File: src/rtl/tlb_pkg.sv
`timescale 1ns/1ps
package tlb_pkg;
  localparam int unsigned TLB_VA_W    = 38;
  localparam int unsigned TLB_PA_W    = 26;
  localparam int unsigned TLB_OFF_W   = 8;
  localparam int unsigned TLB_ENTRIES = 4;

  // Which change a slot takes at the next edge, highest priority first.
  typedef enum logic [1:0] {
    UPD_NONE  = 2'd0,
    UPD_FILL  = 2'd1,
    UPD_INVAL = 2'd2,
    UPD_MARK  = 2'd3
  } tlb_upd_e;
endpackage

File: src/rtl/tlb_rst_sync.sv
`timescale 1ns/1ps
module tlb_rst_sync #(
  parameter int unsigned STAGES = 2
) (
  input  logic clk,
  input  logic rst_n,
  output logic rst_n_sync
);
  logic [STAGES-1:0] sync_q;
  logic [STAGES-1:0] sync_d;

  always_comb begin
    sync_d = {sync_q[STAGES-2:0], 1'b1};
  end

  always_ff @(posedge clk or negedge rst_n) begin
    if (!rst_n) sync_q <= '0;
    else        sync_q <= sync_d;
  end

  assign rst_n_sync = sync_q[STAGES-1];
endmodule

File: src/rtl/tlb_va_split.sv
`timescale 1ns/1ps
module tlb_va_split #(
  parameter int unsigned VA_W  = 38,
  parameter int unsigned OFF_W = 8,
  parameter int unsigned IDX_W = 2,
  localparam int unsigned TAG_W = VA_W - OFF_W - IDX_W
) (
  input  logic [VA_W-1:0]  va,
  output logic [OFF_W-1:0] off,
  output logic [IDX_W-1:0] idx,
  output logic [TAG_W-1:0] tag
);
  assign off = va[OFF_W-1:0];
  assign idx = va[OFF_W+IDX_W-1:OFF_W];
  assign tag = va[VA_W-1:OFF_W+IDX_W];
endmodule

File: src/rtl/tlb_entry.sv
`timescale 1ns/1ps
module tlb_entry
  import tlb_pkg::*;
#(
  parameter int unsigned TAG_W = 28,
  parameter int unsigned PPN_W = 18
) (
  input  logic             clk,
  input  logic             rst_n,
  input  logic             fill_we,
  input  logic             fill_v,
  input  logic             fill_d,
  input  logic [TAG_W-1:0] fill_tag,
  input  logic [PPN_W-1:0] fill_ppn,
  input  logic             inv_req,
  input  logic [TAG_W-1:0] inv_tag,
  input  logic             mark_dirty,
  output logic             valid_q,
  output logic             dirty_q,
  output logic [TAG_W-1:0] tag_q,
  output logic [PPN_W-1:0] ppn_q
);
  tlb_upd_e         upd;
  logic             valid_d;
  logic             dirty_d;
  logic             flag_en;
  logic             load_en;

  // Next-state selection: refill > invalidate (tag match) > dirty mark.
  always_comb begin
    if (fill_we)                         upd = UPD_FILL;
    else if (inv_req && inv_tag == tag_q) upd = UPD_INVAL;
    else if (mark_dirty)                 upd = UPD_MARK;
    else                                 upd = UPD_NONE;
  end

  always_comb begin
    valid_d = valid_q;
    dirty_d = dirty_q;
    flag_en = 1'b0;
    load_en = 1'b0;
    case (upd)
      UPD_FILL: begin
        valid_d = fill_v;
        dirty_d = fill_d;
        flag_en = 1'b1;
        load_en = 1'b1;
      end
      UPD_INVAL: begin
        valid_d = 1'b0;
        flag_en = 1'b1;
      end
      UPD_MARK: begin
        dirty_d = 1'b1;
        flag_en = 1'b1;
      end
      default: ;
    endcase
  end

  always_ff @(posedge clk or negedge rst_n) begin
    if (!rst_n) begin
      valid_q <= 1'b0;
      dirty_q <= 1'b0;
    end else if (flag_en) begin
      valid_q <= valid_d;
      dirty_q <= dirty_d;
    end
  end

  // Payload carries no reset; it is only meaningful while valid_q is set.
  always_ff @(posedge clk) begin
    if (load_en) begin
      tag_q <= fill_tag;
      ppn_q <= fill_ppn;
    end
  end

  assert_fill_R5: assert property (@(posedge clk) disable iff (!rst_n)
    fill_we |=> (valid_q == $past(fill_v) && dirty_q == $past(fill_d)
                 && tag_q == $past(fill_tag) && ppn_q == $past(fill_ppn)));

  assert_inv_clear_R6: assert property (@(posedge clk) disable iff (!rst_n)
    (inv_req && inv_tag == tag_q && !fill_we) |=> !valid_q);

  assert_inv_keep_R6: assert property (@(posedge clk) disable iff (!rst_n)
    (inv_req && inv_tag != tag_q && !fill_we) |=> valid_q == $past(valid_q));

  assert_mark_R4: assert property (@(posedge clk) disable iff (!rst_n)
    (mark_dirty && !fill_we && !(inv_req && inv_tag == tag_q)) |=> dirty_q);

  assert_dirty_hold_R4: assert property (@(posedge clk) disable iff (!rst_n)
    $fell(dirty_q) |-> $past(fill_we));
endmodule

File: src/rtl/tlb_lookup.sv
`timescale 1ns/1ps
module tlb_lookup #(
  parameter int unsigned ENTRIES = 4,
  parameter int unsigned TAG_W   = 28,
  parameter int unsigned PPN_W   = 18,
  parameter int unsigned OFF_W   = 8,
  localparam int unsigned IDX_W  = $clog2(ENTRIES),
  localparam int unsigned PA_W   = PPN_W + OFF_W
) (
  input  logic                          req_valid,
  input  logic                          req_store,
  input  logic [IDX_W-1:0]              req_idx,
  input  logic [TAG_W-1:0]              req_tag,
  input  logic [OFF_W-1:0]              req_off,
  input  logic [ENTRIES-1:0]            ent_valid,
  input  logic [ENTRIES-1:0]            ent_dirty,
  input  logic [ENTRIES-1:0][TAG_W-1:0] ent_tag,
  input  logic [ENTRIES-1:0][PPN_W-1:0] ent_ppn,
  output logic                          hit,
  output logic [PA_W-1:0]               pa,
  output logic                          dirty_req,
  output logic [ENTRIES-1:0]            mark_vec
);
  logic [ENTRIES-1:0] sel;
  logic [ENTRIES-1:0] match;

  for (genvar i = 0; i < ENTRIES; i++) begin : g_cmp
    localparam logic [IDX_W-1:0] SLOT = IDX_W'(i);
    assign sel[i]   = (req_idx == SLOT);
    assign match[i] = sel[i] && ent_valid[i] && (ent_tag[i] == req_tag);
  end

  logic [PPN_W-1:0] ppn_sel;
  logic             dirty_sel;

  always_comb begin
    ppn_sel   = '0;
    dirty_sel = 1'b0;
    for (int i = 0; i < ENTRIES; i++) begin
      if (match[i]) begin
        ppn_sel   = ent_ppn[i];
        dirty_sel = ent_dirty[i];
      end
    end
  end

  always_comb begin
    hit       = req_valid && (|match);
    pa        = hit ? {ppn_sel, req_off} : '0;
    dirty_req = hit && req_store && !dirty_sel;
    mark_vec  = dirty_req ? sel : '0;
  end
endmodule

File: src/rtl/tlb_direct_map.sv
`timescale 1ns/1ps
module tlb_direct_map
  import tlb_pkg::*;
#(
  parameter int unsigned VA_W    = TLB_VA_W,
  parameter int unsigned PA_W    = TLB_PA_W,
  parameter int unsigned OFF_W   = TLB_OFF_W,
  parameter int unsigned ENTRIES = TLB_ENTRIES,
  localparam int unsigned IDX_W  = $clog2(ENTRIES),
  localparam int unsigned VPN_W  = VA_W - OFF_W,
  localparam int unsigned TAG_W  = VPN_W - IDX_W,
  localparam int unsigned PPN_W  = PA_W - OFF_W
) (
  input  logic             clk,
  input  logic             rst_n,
  input  logic             lk_valid,
  input  logic [VA_W-1:0]  lk_va,
  input  logic             lk_store,
  output logic             lk_hit,
  output logic [PA_W-1:0]  lk_pa,
  output logic             lk_dirty_req,
  input  logic             fill_valid,
  input  logic [VPN_W-1:0] fill_vpn,
  input  logic             fill_v,
  input  logic             fill_d,
  input  logic [PPN_W-1:0] fill_ppn,
  input  logic             inv_valid,
  input  logic [VPN_W-1:0] inv_vpn
);
  logic rst_n_sync;

  tlb_rst_sync #(.STAGES(2)) i_rst_sync (
    .clk        (clk),
    .rst_n      (rst_n),
    .rst_n_sync (rst_n_sync)
  );

  logic [OFF_W-1:0] lk_off;
  logic [IDX_W-1:0] lk_idx;
  logic [TAG_W-1:0] lk_tag;

  tlb_va_split #(.VA_W(VA_W), .OFF_W(OFF_W), .IDX_W(IDX_W)) i_split (
    .va  (lk_va),
    .off (lk_off),
    .idx (lk_idx),
    .tag (lk_tag)
  );

  logic [IDX_W-1:0] fill_idx;
  logic [TAG_W-1:0] fill_tag;
  logic [IDX_W-1:0] inv_idx;
  logic [TAG_W-1:0] inv_tag;

  assign fill_idx = fill_vpn[IDX_W-1:0];
  assign fill_tag = fill_vpn[VPN_W-1:IDX_W];
  assign inv_idx  = inv_vpn[IDX_W-1:0];
  assign inv_tag  = inv_vpn[VPN_W-1:IDX_W];

  logic [ENTRIES-1:0]            ent_valid;
  logic [ENTRIES-1:0]            ent_dirty;
  logic [ENTRIES-1:0][TAG_W-1:0] ent_tag;
  logic [ENTRIES-1:0][PPN_W-1:0] ent_ppn;
  logic [ENTRIES-1:0]            mark_vec;

  for (genvar i = 0; i < ENTRIES; i++) begin : g_slot
    localparam logic [IDX_W-1:0] SLOT = IDX_W'(i);
    logic fill_we;
    logic inv_req;
    assign fill_we = fill_valid && (fill_idx == SLOT);
    assign inv_req = inv_valid && (inv_idx == SLOT);

    tlb_entry #(.TAG_W(TAG_W), .PPN_W(PPN_W)) i_entry (
      .clk        (clk),
      .rst_n      (rst_n_sync),
      .fill_we    (fill_we),
      .fill_v     (fill_v),
      .fill_d     (fill_d),
      .fill_tag   (fill_tag),
      .fill_ppn   (fill_ppn),
      .inv_req    (inv_req),
      .inv_tag    (inv_tag),
      .mark_dirty (mark_vec[i]),
      .valid_q    (ent_valid[i]),
      .dirty_q    (ent_dirty[i]),
      .tag_q      (ent_tag[i]),
      .ppn_q      (ent_ppn[i])
    );
  end

  tlb_lookup #(
    .ENTRIES (ENTRIES),
    .TAG_W   (TAG_W),
    .PPN_W   (PPN_W),
    .OFF_W   (OFF_W)
  ) i_lookup (
    .req_valid (lk_valid),
    .req_store (lk_store),
    .req_idx   (lk_idx),
    .req_tag   (lk_tag),
    .req_off   (lk_off),
    .ent_valid (ent_valid),
    .ent_dirty (ent_dirty),
    .ent_tag   (ent_tag),
    .ent_ppn   (ent_ppn),
    .hit       (lk_hit),
    .pa        (lk_pa),
    .dirty_req (lk_dirty_req),
    .mark_vec  (mark_vec)
  );

  assert_dreq_store_hit_R4: assert property (@(posedge clk) disable iff (!rst_n_sync)
    lk_dirty_req |-> (lk_hit && lk_store));

  assert_hit_strobe_R2: assert property (@(posedge clk) disable iff (!rst_n_sync)
    lk_hit |-> lk_valid);

  assert_pa_offset_R3: assert property (@(posedge clk) disable iff (!rst_n_sync)
    lk_hit |-> (lk_pa[OFF_W-1:0] == lk_va[OFF_W-1:0]));

  assert_dreq_clean_R9: assert property (@(posedge clk) disable iff (!rst_n_sync)
    lk_dirty_req |=> !(lk_valid && lk_store && $stable(lk_va) && lk_dirty_req));
endmodule

File: config.mk
export PLATFORM = sky130hd
export DESIGN_NAME = tlb_direct_map
export DESIGN_NICKNAME = d
export VERILOG_FILES = /design/src/rtl/tlb_pkg.sv /design/src/rtl/tlb_rst_sync.sv /design/src/rtl/tlb_va_split.sv /design/src/rtl/tlb_entry.sv /design/src/rtl/tlb_lookup.sv /design/src/rtl/tlb_direct_map.sv
export SDC_FILE = /design/constraint.sdc
export NUM_CORES = 1
export LEC_CHECK = 0
export BUFFER_PORTS_ARGS = -buffer_cell sky130_fd_sc_hd__buf_2
export CORE_MARGIN = 1
export CORE_UTILIZATION = 55
export DETAILED_ROUTE_END_ITERATION = 16
export PLACE_DENSITY_LB_ADDON = 0.3
export SYNTH_ARGS = -nofsm -noshare
export SYNTH_HDL_FRONTEND = slang
export SYNTH_SLANG_ARGS = --single-unit
File: constraint.sdc
create_clock -name clk -period 2.5 [get_ports clk]
set_input_delay 0.25 -clock clk [delete_from_list [all_inputs] [get_ports clk]]
set_output_delay 0.25 -clock clk [all_outputs]
set_load 0.01 [all_outputs]
# Yosys cells after proc, flatten, opt, wreduce, memory -nomap -nowiden
# Index checks and enable logic that the tools add are counted.
dict set report word_totals {
  reg_bits 194
}
dict set report classes {
  n_eq_ne 29
  mux 38
  reduce_logical 48
}
# operator count
set ops {}
lappend ops {{$eq A28 B28 Y1} 8}
lappend ops {{$mux W18} 4}
lappend ops {{$eq A2 B2 Y1 const B} 14}
lappend ops {{$mux W26} 1}
lappend ops {{$mux W2} 12}
lappend ops {{$logic_and A1 B1 Y1} 23}
lappend ops {{$pmux W1 S2} 8}
lappend ops {{$reduce_and A2 Y1} 8}
lappend ops {{$reduce_bool A2 Y1} 8}
lappend ops {{$eq A2 B1 Y1 const B} 7}
lappend ops {{$mux W1} 12}
lappend ops {{$reduce_or A3 Y1} 4}
lappend ops {{$logic_not A2 Y1} 3}
lappend ops {{$mux W4} 1}
lappend ops {{$reduce_or A4 Y1} 1}
lappend ops {{$logic_not A1 Y1} 1}

# Longest topological paths before layout
dict set report depth {
  depth_word 17
  depth_mapped 12
  depth_no_buf 10
}

# By module
# From an unflattened synthesis, not the netlist that was laid out.
dict set report unflattened {
  hier_cells 789
  area_unflattened_um2 10117.2
}
# mod instances cells_per_inst area_each_um2
set by_module_without_submodules {}
lappend by_module_without_submodules {tlb_entry 4 115 1901.8}
lappend by_module_without_submodules {tlb_lookup 1 280 2095.8}
lappend by_module_without_submodules {tlb_va_split 1 38 285.3}
lappend by_module_without_submodules {tlb_direct_map 1 8 75.1}
lappend by_module_without_submodules {tlb_rst_sync 1 3 53.8}

# Least setup slack after synthesis
# OpenSTA, ideal clock, no wires.
dict set report synth_timing {
  path_kind {reg2reg}
  start {register g_slot[3].i_entry.tag_q[13]}
  end {register g_slot[0].i_entry.valid_q}
  arrival_time_ps 2650
  required_time_ps 2374
  slack_ps -276
  stages_incl_launch_ff 11
  path_buffers 0
  path_cell_list {edfxtp_1 nor2b_1 or4_1 or4_1 o311a_1 o41ai_2 nor4b_1 o21a_1 ha_1 nand2_1 o21ai_0}
}
dict set report synth_between {
  elab_chain_cells 14
}
# element line
set synth_rtl {}
lappend synth_rtl {{from (decl)} tlb_entry.sv:20} ;# output logic [TAG_W-1:0] tag_q,
lappend synth_rtl {{from (signal assigned)} tlb_entry.sv:74} ;# tag_q <= fill_tag;
lappend synth_rtl {{$eq A28 B28 Y1 (*)} tlb_lookup.sv:30} ;# assign match[i] = sel[i] && ent_valid[i] && (ent_tag[i] == req_tag);
lappend synth_rtl {{$logic_and A1 B1 Y1 (*)} tlb_lookup.sv:30}
lappend synth_rtl {{$reduce_or A4 Y1} tlb_lookup.sv:48} ;# hit = req_valid && (|match);
lappend synth_rtl {{$logic_and A1 B1 Y1} tlb_lookup.sv:48}
lappend synth_rtl {{$logic_and A1 B1 Y1} tlb_lookup.sv:50} ;# dirty_req = hit && req_store && !dirty_sel;
lappend synth_rtl {{$logic_and A1 B1 Y1 (*)} tlb_lookup.sv:50}
lappend synth_rtl {{$mux W4 (*)} tlb_lookup.sv:51} ;# mark_vec = dirty_req ? sel : '0;
lappend synth_rtl {{$mux W2 (*)} tlb_entry.sv:33} ;# else if (mark_dirty) upd = UPD_MARK;
lappend synth_rtl {{$mux W2 (*)} tlb_entry.sv:32} ;# else if (inv_req && inv_tag == tag_q) upd = UPD_INVAL;
lappend synth_rtl {{$mux W2 (*)} tlb_entry.sv:31} ;# if (fill_we) upd = UPD_FILL;
lappend synth_rtl {{$eq A2 B2 Y1 or $eq A2 B1 Y1 (tied branches)} tlb_entry.sv:42} ;# case (upd)
lappend synth_rtl {{$reduce_or A3 Y1 (no source line)} n/a}
lappend synth_rtl {{$mux W1} tlb_entry.sv:42}
lappend synth_rtl {{$reduce_and A2 Y1 (no source line)} n/a}
lappend synth_rtl {{to (signal assigned)} tlb_entry.sv:66} ;# valid_q <= valid_d;
lappend synth_rtl {{to (decl)} tlb_entry.sv:18} ;# output logic valid_q,
# Mark *: on every way between the ends. The rest lies on a longest branch, timed or not.
# A chain may end at the register's enable or synchronous reset.

# Final worst setup path
dict set report layout_timing {
  start {register g_slot[1].i_entry.tag_q[17]}
  end {output lk_pa[17]}
}
dict set report layout_between {
  elab_chain_cells 6
}
# element line
set layout_rtl {}
lappend layout_rtl {{from (decl)} tlb_entry.sv:20}
lappend layout_rtl {{from (signal assigned)} tlb_entry.sv:74}
lappend layout_rtl {{$eq A28 B28 Y1 (*)} tlb_lookup.sv:30}
lappend layout_rtl {{$logic_and A1 B1 Y1 (*)} tlb_lookup.sv:30}
lappend layout_rtl {{$mux W18 (3 in a row)} tlb_lookup.sv:40} ;# if (match[i]) begin
lappend layout_rtl {{$mux W26 (*)} tlb_lookup.sv:49} ;# pa = hit ? {ppn_sel, req_off} : '0;
lappend layout_rtl {{to (decl)} tlb_direct_map.sv:20} ;# output logic [PA_W-1:0] lk_pa,
# Marks and branches as above.

==> metrics.cfg <==
[sta]
min_period_ns=3.20
drv_slew=0
slew-limit-headroom=0.645
tns_ns=-22.20
fmax_mhz=312
grt_setup_unrepaired=yes
hold_violations=0
period_share=1.28
worst_slew_pin_slew_ns=0.528
layout_setup_ws_ns=-0.703
setup_viol=36
finClkSkew_ns=0.00868

[synthesis]
syn_inst=675
synth-edff-count=184
synth_area_leader_cell=edfxtp_1
synth.cell_area_um2=9400
avgSynthCellArea_um2=13.9
synthTopCellsByCount=edfxtp_1 (184), xor2_1 (133), xnor2_1 (88)
async_reset_ff_frac=0.0515
yosysSeqAreaShare=0.614
synthFlopType=edfxtp_1
yosysWarnings=0
synth_top_area_share=0.588
syn_nets=807
synth.distinct_cells=49
ys_ff_latch=194
synth_most_common_cell=edfxtp_1
synthTopCellsByArea=edfxtp_1 (59%), xor2_1 (12%), xnor2_1 (8.2%)

[clock_network]
cts.path.max_buffers=2
clk_latency_ns=0.44
cts-root-buf=clkbuf_16
cts_tree=done
clock_sinks=194
path_clk_slew_ns=0.08
numCtsBuffers=17
htreeDepth=4

[finish]
nets=1150
final_cell_area_um2=12800
final_layout_size_suffix_gt1_frac=0.420
layout.cells.non_filler=1251
diodes=0
area_growth_pct=36.1
nFillCells=1047

[hold_path]
worstHoldPathType=in -> reg
holdPathEnd=g_slot[3].i_entry.ppn_q[8]$_DFFE_PN_
holdPathStages=1
hp-start=fill_ppn[8]

[power]
vdd_ir_drop_max_mv=0.554
p_leak_nw=5.00
powerDensity_nw_per_um2=580

[die]
design.core.area_um2=16600
rows=47
fp.dieArea_um2=17600
io-pin-count=152
die_h_um=133
initial_utilization=0.565
fp.dieW_um=133

[place]
dp_cells=1201
place_area_um2=11800
place_ws_ns=-0.627
gp_congestion=0.921
dp_hpwl_um=21500
port_buffers=151

[run_status]
violations=negative setup slack
status=finished, violations left

[drt]
drtAntennaViolNets=0
drc=0
dr_total_vias=7213
dr.pass1.iters=5
routed_via_density=5.77
routedWlPerCell_um=23.0
drt-initial-drc-count=605
wl_um=28800

[setup_path]
max_stage_delay_ns=0.41
crit_required_ns=2.25
crit_buf_inv=5
start_kind=flop
critPathMaxFanout=5
cp_data_arrival_time_ns=2.95
cp_cell_sequence=xor2_1, nor4_4, buf_4, nand4_1, nor4_4, buf_6, buf_12, or4_4, nand2_8, clkbuf_16, a21oi_2, buf_2
reg2reg_depth=12
r2r_start=g_slot[3].i_entry.tag_q[13]$_DFFE_PN_
crit_top_cell=nor4_4
cp_top_family=simple AND/OR/NAND/NOR gates
critPathKind=reg -> out
worstSetupEndpointType=output pin
regToRegSetupSlack_ns=-0.60
cp_slowest_cell=edfxtp_1
r2r_end=g_slot[0].i_entry.dirty_q$_DFFE_PN0P_

[global_routing]
gr-usage-all-layers=0.333
antenna_found_initial=1
grt_pass1_wl_um=42100
first_global_vias=7353
grt-ovfl-total=0
grt_max_degree=47

[job]
max_cap_violations=0

metal layers:
layer | up-vias | global-route usage | part of all wire | wire, um
met2 | 421 | 0.558 | 0.49 | 14000
met3 | 86 | 0.0774 | 0.085 | 2450
met4 | 0 | 0.132 | 0.042 | 1220
met5 | - | 0 | 0 | 0
met1 | 3497 | 0.419 | 0.39 | 11100
li1 | 3209 | - | - | -
how the worst max path moves through the flow:
| stage | cells past startpoint | start | end |
|---|---|---|---|
| 3_5_place_dp | 12 | lk_va[17] | g_slot[3].i_entry.valid_q$_DFFE_PN0P_ |
| 3_3_place_gp | 13 | g_slot[1].i_entry.tag_q[15]$_DFFE_PN_ | g_slot[0].i_entry.valid_q$_DFFE_PN0P_ |
| 5_1_grt | 11 | g_slot[3].i_entry.tag_q[25]$_DFFE_PN_ | lk_pa[17] |
| 4_1_cts | 13 | g_slot[1].i_entry.tag_q[1]$_DFFE_PN_ | lk_pa[20] |
| 2_1_floorplan | 10 | g_slot[3].i_entry.tag_q[13]$_DFFE_PN_ | g_slot[0].i_entry.valid_q$_DFFE_PN0P_ |
| 6_report | 12 | g_slot[1].i_entry.tag_q[17]$_DFFE_PN_ | lk_pa[17] |
logic make-up after synthesis:
kind of cell,Yosys count,synth area share
XOR/XNOR,222,0.208
AND/OR/NAND/NOR,148,0.0974
AO/OA/AOI/OAI,74,0.0556
buffers and inverters,27,0.0130
other,1,0.000399
adder cells (fa/ha/maj),8,0.0106
multiplexers,1,0.00106
flip-flops,194,0.614
cell type report:
type / instances / area [um2] / share of cell area
tap: 220 / 275 / 0.0215
inverter: 10 / 37.5 / 0.00293
clock inverter: 14 / 118 / 0.00919
multi-input combinational: 454 / 3820 / 0.298
sequential: 194 / 5780 / 0.451
timing repair buffer: 341 / 2340 / 0.183
clock buffer: 18 / 429 / 0.0335
power breakdown:
group          internal, mW  leakage (nW)  switching, mW
Clock                  1.30         0.261           1.26
Combinational         0.460          2.93          0.549
Sequential             3.75          1.81          0.105
cell usage in the layout, fill, tap and decap left out, drive strengths merged, types with 17 or more instances in the layout:
cell type and n:
nand4 36, xnor2 89, a22oi 36, buf 338, a21oi 18, inv 17, edfxtp 184, xor2 133
clkbuf 20, nor4 39
timing repair:
action / 4_1_cts / 5_1_grt
endpoints found under the setup margin: 36 / 36
endpoints found under the hold margin: 2 / 0
pin swaps: 9 / 11
gates cloned: 0 / 3
hold buffers: 1 / 0
buffers inserted: 10 / 4
resized for setup: 22 / 25
flip-flops by register name (all words and copies together), names as in the netlist:
register	flops
g_slot.i_entry.tag_q	112
g_slot.i_entry.dirty_q	4
i_rst_sync.sync_q	2
g_slot.i_entry.ppn_q	72
g_slot.i_entry.valid_q	4
per-stage QoR:
step | power (mW) | hold slack, ns | utilization
6_report | 7.42 | 0.0188 | 0.769
4_1_cts | 7.38 | 0.0197 | 0.755
2_1_floorplan | 4.27 | -0.0456 | -
3_5_place_dp | 4.87 | 0.0389 | 0.710
5_1_grt | 7.60 | 0.0151 | 0.769
3_3_place_gp | 4.84 | 0.0340 | 0.710
No activity file was read; power rests on OpenSTA's default activity.
